`src/rtl/sdi_codec_pkg.sv`:
```
package sdi_codec_pkg;
    localparam int WORD_W   = 10;
    localparam int TAP_NEAR = 4;
    localparam int TAP_FAR  = 9;
endpackage

```
`src/rtl/sdi_word_shifter.sv`:
```
module sdi_word_shifter #(
    parameter int W = sdi_codec_pkg::WORD_W
) (
    input  logic         clk,
    input  logic         rst_n,
    input  logic         load_i,
    input  logic [W-1:0] word_i,
    output logic         bit_o
);
    typedef struct packed {
        logic [W-1:0] shreg;
    } state_t;

    state_t state_d, state_q;

    always_comb begin
        state_d = state_q;
        if (load_i) begin
            state_d.shreg = word_i;
        end else begin
            state_d.shreg = {state_q.shreg[W-2:0], 1'b0};
        end
    end

    always_ff @(posedge clk or negedge rst_n) begin
        if (!rst_n) state_q <= '0;
        else        state_q <= state_d;
    end

    assign bit_o = state_q.shreg[W-1];
endmodule

```
`src/rtl/sdi_tx_scrambler.sv`:
```
module sdi_tx_scrambler #(
    parameter int NEAR = sdi_codec_pkg::TAP_NEAR,
    parameter int FAR  = sdi_codec_pkg::TAP_FAR
) (
    input  logic clk,
    input  logic rst_n,
    input  logic data_i,
    output logic scr_o,
    output logic line_o
);
    typedef struct packed {
        logic [FAR-1:0] hist;
        logic           line;
    } state_t;

    state_t state_d, state_q;
    logic   scr;

    always_comb begin
        scr          = data_i ^ state_q.hist[NEAR-1] ^ state_q.hist[FAR-1];
        state_d      = state_q;
        state_d.hist = {state_q.hist[FAR-2:0], scr};
        state_d.line = state_q.line ^ scr;
    end

    always_ff @(posedge clk or negedge rst_n) begin
        if (!rst_n) state_q <= '0;
        else        state_q <= state_d;
    end

    assign scr_o  = scr;
    assign line_o = state_q.line;
endmodule

```
`src/rtl/sdi_rx_descrambler.sv`:
```
module sdi_rx_descrambler #(
    parameter int NEAR = sdi_codec_pkg::TAP_NEAR,
    parameter int FAR  = sdi_codec_pkg::TAP_FAR
) (
    input  logic clk,
    input  logic rst_n,
    input  logic line_i,
    output logic data_o
);
    typedef struct packed {
        logic           prev;
        logic [FAR-1:0] hist;
        logic           dout;
    } state_t;

    state_t state_d, state_q;
    logic   scr_rx;

    always_comb begin
        scr_rx       = line_i ^ state_q.prev;
        state_d      = state_q;
        state_d.prev = line_i;
        state_d.hist = {state_q.hist[FAR-2:0], scr_rx};
        state_d.dout = scr_rx ^ state_q.hist[NEAR-1] ^ state_q.hist[FAR-1];
    end

    always_ff @(posedge clk or negedge rst_n) begin
        if (!rst_n) state_q <= '0;
        else        state_q <= state_d;
    end

    assign data_o = state_q.dout;
endmodule

```
`src/rtl/sdi_serial_codec.sv`:
```
module sdi_serial_codec #(
    parameter int W    = sdi_codec_pkg::WORD_W,
    parameter int NEAR = sdi_codec_pkg::TAP_NEAR,
    parameter int FAR  = sdi_codec_pkg::TAP_FAR
) (
    input  logic         clk,
    input  logic         rst_n,
    input  logic         tx_load,
    input  logic [W-1:0] tx_word,
    output logic         tx_line,
    input  logic         rx_line,
    output logic         rx_bit
);
    logic ser_bit;
    logic scr_bit;

    sdi_word_shifter #(.W(W)) u_shift (
        .clk    (clk),
        .rst_n  (rst_n),
        .load_i (tx_load),
        .word_i (tx_word),
        .bit_o  (ser_bit)
    );

    sdi_tx_scrambler #(.NEAR(NEAR), .FAR(FAR)) u_scr (
        .clk    (clk),
        .rst_n  (rst_n),
        .data_i (ser_bit),
        .scr_o  (scr_bit),
        .line_o (tx_line)
    );

    sdi_rx_descrambler #(.NEAR(NEAR), .FAR(FAR)) u_dscr (
        .clk    (clk),
        .rst_n  (rst_n),
        .line_i (rx_line),
        .data_o (rx_bit)
    );
endmodule

```
`config.mk`:
```
export PLATFORM = sky130hd
export DESIGN_NAME = sdi_serial_codec
export DESIGN_NICKNAME = d
export VERILOG_FILES = /design/src/rtl/sdi_codec_pkg.sv /design/src/rtl/sdi_word_shifter.sv /design/src/rtl/sdi_tx_scrambler.sv /design/src/rtl/sdi_rx_descrambler.sv /design/src/rtl/sdi_serial_codec.sv
export SDC_FILE = /design/constraint.sdc
export NUM_CORES = 1
export LEC_CHECK = 0
export BUFFER_PORTS_ARGS = -buffer_cell sky130_fd_sc_hd__buf_4
export CORE_MARGIN = 2
export CORE_UTILIZATION = 56
export CTS_BUF_LIST = sky130_fd_sc_hd__clkbuf_4
export DETAILED_ROUTE_END_ITERATION = 10
export GPL_TIMING_DRIVEN = 1
export PLACE_DENSITY_LB_ADDON = 0.12
export SYNTH_ARGS = -nofsm -noshare
export SYNTH_HDL_FRONTEND = slang
export SYNTH_HIERARCHICAL = 1
export SYNTH_SLANG_ARGS = --single-unit
```
`constraint.sdc`:
```
create_clock -name clk -period 1.1 [get_ports clk]
set_input_delay 0.22 -clock clk [delete_from_list [all_inputs] [get_ports clk]]
set_output_delay 0.22 -clock clk [all_outputs]
set_load 0.01 [all_outputs]
```
==> results of run 1 <==
cell usage in the layout, fill, tap and decap left out, drive strengths merged:
cell / n
clkbuf: 5
dfrtp: 31
clkinvlp: 1
dlygate4sd3: 2
clkinv: 2
mux2: 9
buf: 17
xor2: 2
and2: 1
xnor2: 5
routing by layer:
metal | global-route usage | routed length [um] | vias up
met1 | 0.2234 | 633 | 223
met4 | 0.08571 | 31 | 0
met3 | 0.1216 | 88 | 2
met2 | 0.2389 | 605 | 12
met5 | 0 | 0 | -
li1 | - | - | 206
layout make-up:
type	instances	area (um2)	share of cell area
sequential	31	775.7	0.6288
multi-input combinational	17	219.0	0.1775
timing repair buffer	19	155.1	0.1258
clock buffer	5	37.54	0.03043
tap	25	31.28	0.02536
clock inverter	3	15.01	0.01217
registers in the layout, indices dropped and copies added (netlist names):
signal / cells
u_dscr/state_d: 8
u_dscr/state_q: 2
u_shift/state_q: 10
u_scr/state_q: 1
u_dscr/data_o: 1
u_scr/line_o: 1
u_scr/state_d: 8
power breakdown:
group | switching [mW] | total, mW | internal (mW)
Combinational | 0.158 | 0.455 | 0.297
Sequential | 0.124 | 1.54 | 1.41
Clock | 0.370 | 0.604 | 0.234
cells by family after synthesis:
logic type | synth area share
flops | 0.7711
mux | 0.1343
xor+xnor | 0.07588
simple gates | 0.007465
buf+inv | 0.01119
worst max path at each step:
| stage | endpoint | slack [ns] | cells past startpoint |
|---|---|---|---|
| finish | rx_bit | 0.03 | 1 |
| global route | tx_line | -0.01 | 1 |
| CTS | rx_bit | 0.004 | 1 |
| detailed placement | u_shift/state_q[3] | 0.23 | 2 |
| global placement | u_shift/state_q[8] | 0.25 | 2 |
| floorplan | u_scr/line_o | 0.28 | 2 |
per-stage QoR:
| step | utilization | power [mW] | cells | cell area, um2 | setup slack [ns] |
|---|---|---|---|---|---|
| after floorplan | - | 1.766 | 49 | 1006 | 0.2832 |
| final | 0.7223 | 2.594 | 100 | 1234 | 0.03364 |
| after detailed placement | 0.6667 | 1.928 | 88 | 1139 | 0.2322 |
| after global placement | 0.6667 | 1.909 | 88 | 1139 | 0.2461 |
| after CTS | 0.7077 | 2.578 | 98 | 1209 | 0.003914 |
| after global routing | 0.7223 | 2.745 | 100 | 1234 | -0.01217 |
repair_timing:
action                     in CTS  in global routing
gates cloned                    0                  0
setup buffers                   1                  1
setup endpoints to repair       1                  2
hold buffers                    1                  1
gates resized for setup         0                  2
hold endpoints to repair       31                  1
==> impl_results.md, run 1 <==
- Cell taking the most area after synthesis: dfrtp_1
- Most common library cells after synthesis: dfrtp_1, mux2_4, xnor2_1
- Slew @ Worst Pin: 0.3692 ns
- Worst-path fanout max: 1
- Routed vias/inst: 4.430
- Die height: 46.39 um
- Kind of critical path: flip-flop to output port
- R2R Setup Slk: 0.06 ns
- # Max-Cap Violations: 0
- Fin Setup TNS: 0 ns
- Final Wtd Congestion: 0.6436
- CP arrival: 0.85 ns
- Leakage: 0.5857 nW
- Hold Vio Cnt, Final: 0
- Number of global-route vias before repair: 505
- H-tree levels: 2
- Reg2reg path depth: 4
- Clock tree root buffer cell: clkbuf_4
- CP max stage delay: 0.40 ns
- Total Routing Usage GR: 0.1795
- RSZ-0062 raised after global routing: true
- PD cells: 2102 mW/mm2
- Synth Net Count: 63
- Initial antenna violation count: 0
- WP buf/inv: 1
- Largest net degree at the start of global routing: 32
- #FFs+latches synth: 31
- R2r endpoint: u_scr/line_o
- DRT Pass-1 Iters: 1
- Slew Viols, Final: 0
- Ranking of synthesized cells by area: dfrtp_1, mux2_4, xnor2_1
- Layout cells sized above 1: 0.4667
- # IOs: 16
- Synthesis warning total: 6
- Starting Density: 0.5890
- Critical path endpoint category: output port
- Initial drt markers: 0
- Most used DFF post-synth: dfrtp_1
- RR Startpoint: u_scr/line_o
- Hold Path Class: input pin to flip-flop
- First-pass GRT wire length: 2.277 mm
- Worst IR Drop VDD: 1112 uV
- Port Buffers: 15
- Clk buf depth: 2
- Die W: 46.39 um
- Cells after Synth: 49
- Nets: 88
- Clk sinks: 31
- Skew final: 0.006133 ns
- Routed vias: 443
- Clock slew at reported path FFs: 0.09 ns
- Sequential area share after synthesis: 0.7711
- Count of cell types in the netlist: 8
- # setup viols final: 0
- Full die area: 0.002152 mm2
- CP top delay family: flip-flops
- Min Tclk post-route: 1.066 ns
- Status: finished clean
- Period utilisation layout: 0.9694
- Post-DR wirelength/cell: 13.58 um
- Most common cell in the synthesized netlist: dfrtp_1
- Standard-cell rows: 15
- Mapped Area: 0.001006 mm2
- Fmax: 937.8 MHz
- Slowest-stage cell, CP: dfrtp_1
- Final WL: 1.358 mm
- Grt ovf: 0
- WHS Path Cells: 2
- Final ANT Viol Nets: 0
- Post-synth top area share: 0.7711
- Area Growth Syn to Fin: 22.64%
- HP Start: tx_word[0]
- Worst-Skew Late Latency: 0.32 ns
- CP startpoint kind: flip-flop
- Syn_area_per_cell: 20.53 um2
- WHS Endpoint: u_shift/state_q[0]
- Async SR Flop Fraction: 1.000
- # DRC: 0
- # diodes: 0
- Rel. slew slack: 0.7539
- Number of synthesized flops with an enable pin: 0
- Critical path required time: 0.88 ns
- TritonCTS Buffers: 5
- Hold Slack: 0.1151 ns
- CP cell instances: buf_6
- Layout fillers: 113
- Core area: 0.001708 mm2
- HPWL Detailed: 855.3 um
- Critical Path Source: u_dscr/data_o
- CTS tree: built
Note: power is estimated with default switching activity, not from simulation.
==> run 2: changes to the inputs <==
==> constraint.sdc (replaced) <==
create_clock -name clk -period 1.1 [get_ports clk]
set_input_delay 0.165 -clock clk [delete_from_list [all_inputs] [get_ports clk]]
set_output_delay 0.165 -clock clk [all_outputs]
set_load 0.01 [all_outputs]
==> run 2 against run 1 <==
Clock skew is 0.0031 ns higher. Sequential power is essentially flat. Utilization down 1.0 points. Worst setup slack improved by 0.039 ns. Worst hold slack worse by 0.054 ns. Die area did not move. Critical path type unchanged. Critical endpoint is now tx_line. Largest power group unchanged.
==> impl_results.md, run 2 (synthesis results as in run 1) <==
- Routed vias/inst: 4.520 (+2.0%)
- CP top delay family: flip-flops
- Critical path required time: 0.94 ns (+0.06 ns)
- Fin Setup TNS: 0 ns (unchanged)
- Die height: 46.39 um (unchanged)
- Initial drt markers: 4 (+4)
- Most common cell after layout, fill and taps aside: dfrtp_1
- RR Startpoint: u_scr/state_d[5]
- Hold Vio Cnt, Final: 0 (unchanged)
- CP arrival: 0.86 ns (about the same)
- Min Tclk post-route: 1.028 ns (-0.03861 ns)
- Area Growth Syn to Fin: 20.90%
- CP startpoint kind: flip-flop
- Placed cell area: 0.001139 mm2 (unchanged)
- Post_cts resized: 0 (unchanged)
- Total Routing Usage GR: 0.1718 (-0.007720)
- Post CTS Setup Buffer Count: 0 (-1)
- Hold Slack: 0.06073 ns (-0.05439 ns)
- Largest net degree at the start of global routing: 32 (unchanged)
- # IOs: 16 (unchanged)
- Core area: 0.001708 mm2 (unchanged)
- Fmax: 973.0 MHz (+3.8%)
- Starting Density: 0.5890 (unchanged)
- Kind of critical path: flip-flop to output port
- PD cells: 2101 mW/mm2 (about the same)
- Number of global-route vias before repair: 485 (-4.0%)
- WP buf/inv: 1 (unchanged)
- Full die area: 0.002152 mm2 (unchanged)
- Standard-cell rows: 15 (unchanged)
- Final WL: 1.292 mm (-4.9%)
- Layout fillers: 115 (+1.8%)
- Final Wtd Congestion: 0.6339 (-1.5%)
- Die W: 46.39 um (unchanged)
- Initial antenna violation count: 0 (unchanged)
- Worst IR Drop VDD: 1201 uV (+8.0%)
- Slew @ Worst Pin: 0.3686 ns (-0.0005822 ns)
- Routed vias: 443 (unchanged)
- Slew Viols, Final: 0 (unchanged)
- CP cell instances: buf_4
- Port Buffers: 15 (unchanged)
- # Max-Cap Violations: 0 (unchanged)
- # setup viols final: 0 (unchanged)
- Critical path endpoint category: output port
- Clk sinks: 31 (unchanged)
- # diodes: 0 (unchanged)
- Final Cell Area: 0.001216 mm2 (-1.4%)
- Clock slew at reported path FFs: 0.10 ns (about the same)
- Leakage: 0.5789 nW (-1.1%)
- H-tree levels: 2 (unchanged)
- Worst-Skew Late Latency: 0.32 ns (about the same)
- Rel. slew slack: 0.7543 (about the same)
- Final ANT Viol Nets: 0 (unchanged)
- Hold Path Class: input pin to flip-flop
- Period utilisation layout: 0.9343 (-0.03510)
- Nets: 86 (-2.3%)
- Clk buf depth: 2 (unchanged)
- Post-DR wirelength/cell: 13.18 um (-2.9%)
- Skew final: 0.009230 ns (+0.003098 ns)
- Grt ovf: 0 (unchanged)
- Util after Layout: 0.7121 (-0.01026)
- First-pass GRT wire length: 2.180 mm (-4.3%)
- Max reg flops: 10 (unchanged)
- Layout cells sized above 1: 0.4795 (+0.01279)
- Slowest-stage cell, CP: dfrtp_1
- Worst-path fanout max: 2 (+1)
- HP Start: tx_word[1]
- HPWL Detailed: 811.5 um (-5.1%)
- # DRC: 0 (unchanged)
- DRT Pass-1 Iters: 3 (+2)
- Largest register by flop count: u_shift/state_q
- Status: finished clean
- Most frequent cells in the layout: dfrtp_1, buf_4, mux2_4, clkbuf_4, xnor2_1
- CP max stage delay: 0.40 ns (about the same)
- RSZ-0062 raised after global routing: false
- Critical Path Source: u_scr/line_o
- Post-CTS Hold Fix Bufs: 2 (+1)
- TritonCTS Buffers: 5 (unchanged)
- Clock tree root buffer cell: clkbuf_4
- CTS tree: built
## run 2: changes by cell type in the layout (fill, tap and decap cells not counted), sizes merged
cell,delta
buf,-2
clkbuf,+1
clkinv,-1
## run 2: path summary, 6_finish.rpt
| path | end | slack [ns] | cells past startpoint |
|---|---|---|---|
| max | tx_line | 0.07 | 1 |
| min | u_shift/state_q[1] | 0.06 | 2 |
| max reg2reg | u_scr/state_d[2] | 0.23 | 2 |
| min reg2reg | u_scr/state_d[7] | 0.36 | 0 |
| max in group asynchronous | u_shift/state_q[9] | 0.54 | 2 |
| min in group asynchronous | u_shift/state_q[4] | 0.29 | 2 |
## run 2: final cells by class
cell class	instances	area, um2	share of cell area
tap	25	31.28	0.02572
sequential	31	775.7	0.6379
multi-input combinational	17	219.0	0.1800
clock buffer	6	45.04	0.03704
timing repair buffer	17	132.6	0.1091
clock inverter	2	12.51	0.01029
## run 2: metrics by stage
step,cells,total power [mW],worst slack (ns)
after floorplan,49,1.766,0.2832
after global placement,88,1.909,0.2551
after detailed placement,88,1.931,0.2556
after CTS,98,2.599,0.05233
after global routing,98,2.715,0.01411
final,98,2.556,0.07225
## run 2: report_power, final
part           leakage (nW)  switching, mW  total (mW)  internal (mW)
sequential            0.364          0.124        1.53           1.41
combinational         0.183          0.143       0.378          0.235
clock                0.0317          0.372       0.643          0.271
total                 0.579          0.639        2.56           1.92
## run 2: layer usage
metal / global-route usage / up-vias / wire length, um
li1: - / 201 / -
met1: 0.2139 / 222 / 605
met2: 0.2083 / 15 / 561
met3: 0.1294 / 5 / 94
met4: 0.1029 / 0 / 31
met5: 0 / - / 0
